## src/rtl/alu8_pkg.sv

```systemverilog
// Package: operation codes shared by the ALU, its checker and its users.
package alu8_pkg;
    typedef enum logic [3:0] {
        OP_ADD   = 4'd0,
        OP_ADDC  = 4'd1,
        OP_SUB   = 4'd2,
        OP_SUBC  = 4'd3,
        OP_AND   = 4'd4,
        OP_OR    = 4'd5,
        OP_XOR   = 4'd6,
        OP_CMP   = 4'd7,
        OP_TEST  = 4'd8,
        OP_SHR_Z = 4'd9,
        OP_SHR_C = 4'd10,
        OP_SHL_Z = 4'd11,
        OP_SHL_C = 4'd12,
        OP_ROR   = 4'd13,
        OP_ROL   = 4'd14,
        OP_NONE  = 4'd15
    } alu_op_e;

    typedef enum logic [1:0] {
        LG_AND = 2'd0,
        LG_OR  = 2'd1,
        LG_XOR = 2'd2
    } logic_sel_e;

    typedef enum logic [1:0] {
        FILL_ZERO  = 2'd0,
        FILL_CARRY = 2'd1,
        FILL_WRAP  = 2'd2
    } fill_sel_e;
endpackage

```

## src/rtl/alu8_addsub.sv

```systemverilog
// Module: adder/subtractor with carry or borrow in and out.
// Assumes: sub_mode selects a - b - cin; otherwise a + b + cin.
// The carry out is the extra top bit, which in subtract mode is the borrow.
module alu8_addsub #(
    parameter int WIDTH = 8
) (
    input  logic [WIDTH-1:0] a,
    input  logic [WIDTH-1:0] b,
    input  logic             cin,
    input  logic             sub_mode,
    output logic [WIDTH-1:0] sum,
    output logic             cout
);
    localparam int EXT = WIDTH + 1;

    logic [EXT-1:0] ext_sum;

    // Widen by one bit so the carry or borrow falls out of the top bit.
    always_comb begin
        if (sub_mode)
            ext_sum = {1'b0, a} - {1'b0, b} - {{WIDTH{1'b0}}, cin};
        else
            ext_sum = {1'b0, a} + {1'b0, b} + {{WIDTH{1'b0}}, cin};
    end

    assign sum  = ext_sum[WIDTH-1:0];
    assign cout = ext_sum[WIDTH];
endmodule

```

## src/rtl/alu8_bitwise.sv

```systemverilog
// Module: bitwise AND/OR/XOR, plus the parity of the AND value used by test.
// Assumes: sel takes only the three codes in logic_sel_e.
module alu8_bitwise #(
    parameter int WIDTH = 8
) (
    input  logic [WIDTH-1:0]          a,
    input  logic [WIDTH-1:0]          b,
    input  alu8_pkg::logic_sel_e      sel,
    output logic [WIDTH-1:0]          res,
    output logic                      and_parity
);
    import alu8_pkg::*;

    logic [WIDTH-1:0] and_v;

    assign and_v      = a & b;
    assign and_parity = ^and_v;

    // Pick one bitwise function.
    always_comb begin
        case (sel)
            LG_OR:   res = a | b;
            LG_XOR:  res = a ^ b;
            default: res = and_v;
        endcase
    end
endmodule

```

## src/rtl/alu8_shifter.sv

```systemverilog
// Module: one-bit shift or rotate, left or right.
// Assumes: the fill mode picks the bit entering the vacated end
// (zero, held carry, or the bit leaving the other end).
// The bit that leaves always becomes the carry out.
module alu8_shifter #(
    parameter int WIDTH = 8
) (
    input  logic [WIDTH-1:0]      a,
    input  logic                  cin,
    input  logic                  go_left,
    input  alu8_pkg::fill_sel_e   fill,
    output logic [WIDTH-1:0]      res,
    output logic                  cout
);
    import alu8_pkg::*;

    localparam int MSB = WIDTH - 1;

    logic out_bit;
    logic in_bit;

    assign out_bit = go_left ? a[MSB] : a[0];

    // Choose the bit that enters the vacated position.
    always_comb begin
        case (fill)
            FILL_CARRY: in_bit = cin;
            FILL_WRAP:  in_bit = out_bit;
            default:    in_bit = 1'b0;
        endcase
    end

    // Move every bit one place and insert the fill bit.
    always_comb begin
        if (go_left)
            res = {a[MSB-1:0], in_bit};
        else
            res = {in_bit, a[MSB:1]};
    end

    assign cout = out_bit;
endmodule

```

## src/rtl/alu8_core.sv

```systemverilog
// Module: ALU top. It decodes the operation, steers the operands into the
// add/sub, bitwise and shift units, forms the next flags and the write
// strobe, and holds carry and zero in registers.
// Assumes: synchronous active-low reset; the flags load only while
// op_valid is high.
module alu8_core #(
    parameter int WIDTH = 8
) (
    input  logic             clk,
    input  logic             rst_n,
    input  logic             op_valid,
    input  logic [3:0]       op_code,
    input  logic [WIDTH-1:0] opnd_a,
    input  logic [WIDTH-1:0] opnd_b,
    output logic [WIDTH-1:0] result,
    output logic             wr_en,
    output logic             carry_nxt,
    output logic             zero_nxt,
    output logic             carry_q,
    output logic             zero_q
);
    import alu8_pkg::*;

    alu_op_e          op;
    logic             as_sub;
    logic             as_cin;
    logic [WIDTH-1:0] as_sum;
    logic             as_cout;
    logic_sel_e       lg_sel;
    logic [WIDTH-1:0] lg_res;
    logic             lg_par;
    logic             sh_left;
    fill_sel_e        sh_fill;
    logic [WIDTH-1:0] sh_res;
    logic             sh_cout;
    logic [WIDTH-1:0] value;
    logic             carry_calc;

    assign op = alu_op_e'(op_code);

    // Adder controls: subtract family and carry-chained variants.
    always_comb begin
        as_sub = (op == OP_SUB) || (op == OP_SUBC) || (op == OP_CMP);
        as_cin = ((op == OP_ADDC) || (op == OP_SUBC)) ? carry_q : 1'b0;
    end

    // Bitwise function select.
    always_comb begin
        case (op)
            OP_OR:   lg_sel = LG_OR;
            OP_XOR:  lg_sel = LG_XOR;
            default: lg_sel = LG_AND;
        endcase
    end

    // Shift direction and fill mode.
    always_comb begin
        sh_left = (op == OP_SHL_Z) || (op == OP_SHL_C) || (op == OP_ROL);
        case (op)
            OP_SHR_C, OP_SHL_C: sh_fill = FILL_CARRY;
            OP_ROR, OP_ROL:     sh_fill = FILL_WRAP;
            default:            sh_fill = FILL_ZERO;
        endcase
    end

    alu8_addsub #(.WIDTH(WIDTH)) u_addsub (
        .a        (opnd_a),
        .b        (opnd_b),
        .cin      (as_cin),
        .sub_mode (as_sub),
        .sum      (as_sum),
        .cout     (as_cout)
    );

    alu8_bitwise #(.WIDTH(WIDTH)) u_bitwise (
        .a          (opnd_a),
        .b          (opnd_b),
        .sel        (lg_sel),
        .res        (lg_res),
        .and_parity (lg_par)
    );

    alu8_shifter #(.WIDTH(WIDTH)) u_shifter (
        .a       (opnd_a),
        .cin     (carry_q),
        .go_left (sh_left),
        .fill    (sh_fill),
        .res     (sh_res),
        .cout    (sh_cout)
    );

    // Select the computed value and its carry by operation class.
    always_comb begin
        case (op)
            OP_ADD, OP_ADDC, OP_SUB, OP_SUBC, OP_CMP: begin
                value      = as_sum;
                carry_calc = as_cout;
            end
            OP_AND, OP_OR, OP_XOR: begin
                value      = lg_res;
                carry_calc = 1'b0;
            end
            OP_TEST: begin
                value      = lg_res;
                carry_calc = lg_par;
            end
            OP_NONE: begin
                value      = '0;
                carry_calc = carry_q;
            end
            default: begin
                value      = sh_res;
                carry_calc = sh_cout;
            end
        endcase
    end

    // Form the outputs; a no-operation passes the held flags through.
    always_comb begin
        result    = value;
        carry_nxt = carry_calc;
        zero_nxt  = (op == OP_NONE) ? zero_q : (value == '0);
        wr_en     = !((op == OP_CMP) || (op == OP_TEST) || (op == OP_NONE));
    end

    // Flag registers: clear on reset, load on a valid operation.
    always_ff @(posedge clk) begin
        if (!rst_n) begin
            carry_q <= 1'b0;
            zero_q  <= 1'b0;
        end else if (op_valid) begin
            carry_q <= carry_nxt;
            zero_q  <= zero_nxt;
        end
    end
endmodule

```

## config.mk

```make
export PLATFORM = sky130hd
export DESIGN_NAME = alu8_core
export DESIGN_NICKNAME = d
export VERILOG_FILES = /design/src/rtl/alu8_pkg.sv /design/src/rtl/alu8_addsub.sv /design/src/rtl/alu8_bitwise.sv /design/src/rtl/alu8_shifter.sv /design/src/rtl/alu8_core.sv
export SDC_FILE = /design/constraint.sdc
export NUM_CORES = 1
export LEC_CHECK = 0
export BUFFER_PORTS_ARGS = -buffer_cell sky130_fd_sc_hd__buf_4
export CORE_ASPECT_RATIO = 0.5
export CORE_MARGIN = 4
export CORE_UTILIZATION = 55
export CTS_CLUSTER_DIAMETER = 60
export CTS_CLUSTER_SIZE = 20
export DETAILED_ROUTE_END_ITERATION = 10
export HOLD_SLACK_MARGIN = 0.05
export PLACE_DENSITY = 0.91
export SLEW_MARGIN = 20
export SYNTH_ARGS = -nofsm -noshare
export SYNTH_HDL_FRONTEND = slang
export SYNTH_SLANG_ARGS = --single-unit
export TNS_END_PERCENT = 100
```

## constraint.sdc

```tcl
create_clock -name clk -period 4 [get_ports clk]
set_input_delay 0.4 -clock clk [delete_from_list [all_inputs] [get_ports clk]]
set_output_delay 0.4 -clock clk [all_outputs]
set_load 0.05 [all_outputs]
```

### Word level (Yosys, flattened, before mapping)

Cells that the tools add are included.

| storage, ports and cells | value |
|---|---|
| input bits | 23 |
| register bits after elaboration | 2 |
| output and inout port bits | 13 |

| operators by class | value |
|---|---|
| bitwise logic cells | 3 |
| reductions and logical operators | 16 |
| equal/unequal tests | 18 |
| add/sub/neg operators | 4 |
| mux-type cells | 11 |

Operator list:

| operator | count |
|---|---|
| $eq 4x4->1 const B | 7 |
| $pmux 8 s3 | 1 |
| $eq 4x3->1 const B | 4 |
| $pmux 8 s2 | 1 |
| $add 8x8->9 | 1 |
| $add 9x1->9 | 1 |
| $mux 9 | 1 |
| $sub 8x8->9 | 1 |
| $sub 9x1->9 | 1 |
| $and 8x8->8 | 1 |
| $eq 4x2->1 const B | 2 |
| $logic_not 8->1 | 1 |
| $mux 8 | 1 |
| $or 8x8->8 | 1 |
| $pmux 2 s2 | 2 |
| $reduce_xor 8->1 | 1 |
| $xor 8x8->8 | 1 |
| $logic_or 1x1->1 | 7 |
| $reduce_or 5->1 | 1 |
| $eq 2x1->1 const B | 2 |
| $eq 2x2->1 const B | 2 |
| $eq 4x1->1 const B | 1 |
| $logic_not 4->1 | 1 |
| $pmux 1 s4 | 1 |
| other kinds (6) | 9 |

### Logic depth before layout (Yosys ltp)

| logic depth | value |
|---|---|
| depth after elaboration | 9 |
| gate-level depth with buffers | 15 |
| gate-level depth less buffers | 13 |

### Modules after synthesis

From an unflattened synthesis, not the netlist that was laid out.

| unflattened totals | value |
|---|---|
| cell total of the unflattened synthesis | 335 |
| area, all modules | 2403.6 um^2 |

By module, submodules not included:

| module | seq. area each (um^2) | instances | area an instance (um^2) | cells each |
|---|---|---|---|---|
| alu8_addsub | 0.0 | 1 | 913.4 | 119 |
| alu8_core | 40.0 | 1 | 769.5 | 119 |
| alu8_bitwise | 0.0 | 1 | 529.3 | 78 |
| alu8_shifter | 0.0 | 1 | 191.4 | 19 |

### Least setup slack after synthesis

Ideal clock, no wire load.

| timing | value |
|---|---|
| path type | input to output |
| start point | in op_code[2] |
| end point | out zero_nxt |
| data required time | 3.600 ns |
| arrival time | 5.003 ns |
| stages on the path | 14 |
| path slack | -1.403 ns |
| path buffers | 2 |
| path through | buf_6 > buf_4 > nor2_1 > nand3_1 > inv_1 > fa_1 > ha_1 > xnor2_1 > nor2_1 > a21oi_1 > o221ai_1 > or4_1 > or4_4 > o32ai_1 |

| between the ends | value |
|---|---|
| cells in the longest elaborated chain, start to end | 9 |
| elaborated cells between the ends (all ways) | 41 |
| classes of those cells | add/sub (2); eq/ne (18); mux (10); reduce/logical (11) |

Ends and longest elaborated chain:

| what | RTL line | RTL |
|---|---|---|
| start, declared | alu8_core.sv:12 | `input logic [3:0] op_code,` |
| parallel branches: the longest is 6 deep, another holds $add 9x1->9 | - |  |
| $pmux 8 s3 (*) | alu8_core.sv:94 | `case (op)` |
| via result[0] | alu8_core.sv:15 | `output logic [WIDTH-1:0] result,` |
| $logic_not 8->1 (*) | alu8_core.sv:122 | `zero_nxt = (op == OP_NONE) ? zero_q : (value == '0);` |
| $mux 1 (*) | alu8_core.sv:122 |  |
| end, declared | alu8_core.sv:18 | `output logic zero_nxt,` |

Mark *: on every way through the listed nets, which the timed path passes.

### Final worst setup path

| timing | value |
|---|---|
| start point | in op_code[3] |
| end point | out zero_nxt |

| between the ends | value |
|---|---|
| cells in the longest elaborated chain, start to end | 9 |
| elaborated cells between the ends (all ways) | 41 |
| classes of those cells | add/sub (2); eq/ne (18); mux (10); reduce/logical (11) |

Ends and longest elaborated chain:

| what | RTL line |
|---|---|
| parallel branches: the longest is 8 deep, another holds $add 9x1->9 | - |
| $mux 1 (*) | alu8_core.sv:122 |

Mark *: on every way between the ends.

==> run_results.csv <==
group,metric,value,unit
global_route,grt_max_degree,16,
clock_network,cts_tree,"yes",
critical_path,crit_cells,14,
detailed_routing,dr_wl_met3,386,um
logic_synthesis,yosysMostFrequentCell,"ha_1",
timing,fmax,257,MHz
logic_synthesis,ys_top_cells_by_area,"ha_1 23%, xnor2_1 6.0%, inv_1 5.9%",
timing,layout_worst_path_cycle_share,97.1,%
logic_synthesis,syn_inst,262,
timing,tightestPinTransition,0.630,ns
detailed_routing,route.detailed.drc,0,
final_layout,drive_gt1_share,24.4,%
timing,tns,0,ns
timing,maxSlewHeadroom,57.9,%
detailed_routing,first_pass_iters,5,
logic_synthesis,synthesis.area,0.00190,mm^2
logic_synthesis,synth.net_count,324,
clock_network,worstSkewPairLatency,0.22,ns
critical_path,cp_common_cell,"or4_4",
logic_synthesis,ys_ff_latch,2,
placed_design,dpl.hpwl,4740,um
timing,slew_viol_final,0,
floorplanning,initial_core_util,60.3,%
timing,rsz0062_at_grt,"no",
floorplanning,row_count,14,
power,p_per_area,219,mW/mm^2
critical_path,r2r_cells,12,
clock_network,ctsHoldBuffers,0,
logic_synthesis,synth_commonest_cells,"35 x ha_1, 30 x inv_1, 23 x nand2_1, 20 x nor2_1, 17 x a21oi_1",
global_route,grt_pass1_wl,9490,um
clock_network,cts_root_buf,"clkbuf_8",
detailed_routing,via_per_inst,6.09,
critical_path,crit_slowest_cell,"or4_4",
logic_synthesis,synth_xor_area_share,8.76,%
critical_path,path_class,"in2out",
critical_path,arrival,3.48,ns
global_route,grt_pass1_vias,1946,
logic_synthesis,synth_top_family_by_area,"adder cells",
clock_network,cts_buffer_depth,2,
logic_synthesis,synth_flop_cell,"dfxtp_1",
final_layout,area_delta_synth_final,25.5,%
final_layout,final_nets,367,
job,max_cap_viol_count,0,
detailed_routing,drt_iter0_markers,157,
final_layout,fillers,224,
floorplanning,die_y,49.6,um
final_layout,n_antenna_cell,0,
critical_path,endpoint,"zero_nxt",
floorplanning,core,0.00315,mm^2
clock_network,clock-sinks,2,
logic_synthesis,synth-simple-area-share,22.6,%
critical_path,rrSetupSlack,0.61,ns
logic_synthesis,synth-edff-count,0,
logic_synthesis,synth_compound_area_share,26.6,%
logic_synthesis,yosys_warnings,0,
detailed_routing,vias,2088,
clock_network,clkTransAtPathRegs,0.03,ns
logic_synthesis,ys_types,55,
power,power_leakage,1.12,nW
logic_synthesis,synth_top_area_share,23.0,%
global_route,track_usage,26.0,%
placed_design,port_buffers,35,
critical_path,regToRegEndpoint,"zero_q$_SDFFE_PN0P_",
critical_path,critPathBufInv,3,
floorplanning,die_w,91.1,um
logic_synthesis,synth_area_per_cell,7.25,um^2
global_route,overflow,0,
detailed_routing,topRoutingLayerUsed,"met4",
detailed_routing,dr_wl_met2,2760,um
critical_path,path_cells,"buf_4, nor2_4, nand3_2, inv_2, fa_1, ha_1, xnor2_1, nor2_1, a21oi_2, o221ai_4, or4_4, or4_4, o32ai_4, buf_6",
critical_path,rr_startpoint,"carry_q$_SDFFE_PN0P_",
logic_synthesis,ys_seq_area_share,2.11,%
power,p_total,0.000522,W
detailed_routing,antenna_left,0,
global_route,grt_antenna_before_repair,0,
placed_design,gp_congestion,0.888,
detailed_routing,drt-met1-wl,2630,um
critical_path,endpoint_kind,"output pin",
floorplanning,die_area,0.00452,mm^2
hold_path,min_path_type,"in2reg",
critical_path,startpoint,"op_code[3]",
outcome,outcome,"completed",
logic_synthesis,yosys.area.top_type,"ha_1",
critical_path,crit_required,3.60,ns
critical_path,cp-start-kind,"input port",
critical_path,critPathMaxFanout,3,
timing,min_period,3.88,ns
critical_path,cpPeakStageDelay,0.55,ns
clock_network,postCtsSetupBuffers,0,
logic_synthesis,async_flop_share,0,%
logic_synthesis,yosys.area_share.adder,27.3,%
clock_network,cts_buffers,3,
detailed_routing,drt_wl_total,5840,um
timing,finalHoldViolCount,0,
detailed_routing,avgRoutedWirePerCell,17.0,um
timing,setup_viol,0,
timing,fin_worst_skew,0.00263,ns
clock_network,htreeDepth,1,
critical_path,cp_top_family,"simple AND/OR/NAND/NOR gates",
logic_synthesis,muxShareOfSynthArea,3.69,%
floorplanning,ios,36,
power,vdd_ir_drop_max,107,uV
==> cells in the final DEF, fill, tap and decap left out, types with 2 or more instances in the layout <==
master	count
buf_4	48
ha_1	35
inv_1	29
nand2_1	23
nor2_1	19
a21oi_1	16
xnor2_1	13
o21ai_0	8
mux2i_1	7
nand2b_1	7
xor2_1	6
o211ai_1	6
o21a_1	5
a21o_1	4
nor3_1	4
or3_1	4
nand3_1	4
a31oi_1	4
o22ai_1	4
nand3b_1	3
or2_2	3
fa_1	3
clkbuf_8	3
nand3_2	2
o31ai_1	2
o221ai_2	2
a2bb2oi_1	2
a211oi_1	2
nor3b_1	2
or4_4	2
and3_1	2
==> worst min path at each step <==
stage / cells past startpoint / start / slack (ns) / end
after floorplan: 2 / rst_n / 0.51 / zero_q$_SDFFE_PN0P_
after global placement: 4 / zero_q$_SDFFE_PN0P_ / 0.61 / zero_q$_SDFFE_PN0P_
after detailed placement: 3 / carry_q$_SDFFE_PN0P_ / 0.64 / carry_q$_SDFFE_PN0P_
after CTS: 3 / rst_n / 0.43 / zero_q$_SDFFE_PN0P_
after global routing: 3 / rst_n / 0.45 / zero_q$_SDFFE_PN0P_
final: 3 / rst_n / 0.44 / zero_q$_SDFFE_PN0P_
==> power breakdown <==
group | leakage (nW) | internal (W) | switching [W]
Clock | 0.0216 | 0.0000639 | 0.0000185
Sequential | 0.0167 | 0.0000215 | 0.00000179
Combinational | 1.08 | 0.000166 | 0.000251
==> stage by stage <==
step           worst slack, ns  cell area, um^2  instances  utilization [%]  hold WS, ns
6_report                 0.116             2390        343             75.7        0.438
5_1_grt                 0.0182             2390        343             75.7        0.448
4_1_cts                0.00851             2380        343             75.5        0.430
3_5_place_dp           -0.0276             2330        340             73.9        0.639
3_3_place_gp            0.0542             2330        340             73.9        0.613
2_1_floorplan           -0.245             1980        262                -        0.509
==> logic make-up (layout without fill, tap and decap cells) <==
logic type / after synthesis / count (layout)
muxes: 7 / 7
AOI/OAI and AO/OA: 72 / 72
buffers and inverters: 41 / 82
adders and majority gates: 39 / 39
DFF: 2 / 2
xor gates and xnor gates: 19 / 19
and+or+nand+nor: 82 / 82
==> what timing repair did <==
action,in CTS,in global routing
gates resized for setup,2,1
endpoints found under the hold margin,0,0
pin swaps,0,2
setup endpoints to repair,1,1
==> sequential cells by signal, summed over array words and instances (netlist names) <==
signal / cells
carry_q: 1
zero_q: 1
==> worst reg2reg max path, cell delays in order, from the launching register on <==
cell	delay, ns
dfxtp_2	0.37
nand3_2	0.12
inv_2	0.07
fa_1	0.43
ha_1	0.32
xnor2_1	0.14
nor2_1	0.06
a21oi_2	0.17
o221ai_4	0.11
or4_4	0.55
or4_4	0.46
buf_4	0.16
o41ai_2	0.33
==> final cells by class <==
class,instances,area (um^2),area share (%)
flip-flops and latches,2,41.3,1.73
clock buffers,3,41.3,1.73
inverters,30,113,4.72
multi-input cells,219,1770,74.1
well taps,40,50.0,2.10
repair buffers,49,372,15.6
==> layer usage <==
metal,up-vias,GRT usage (%)
met1,979,35.8
met5,-,0
met2,89,44.6
met4,0,5.75
met3,10,2.13
li1,1010,-
Note: power is estimated with default switching activity, not from simulation.
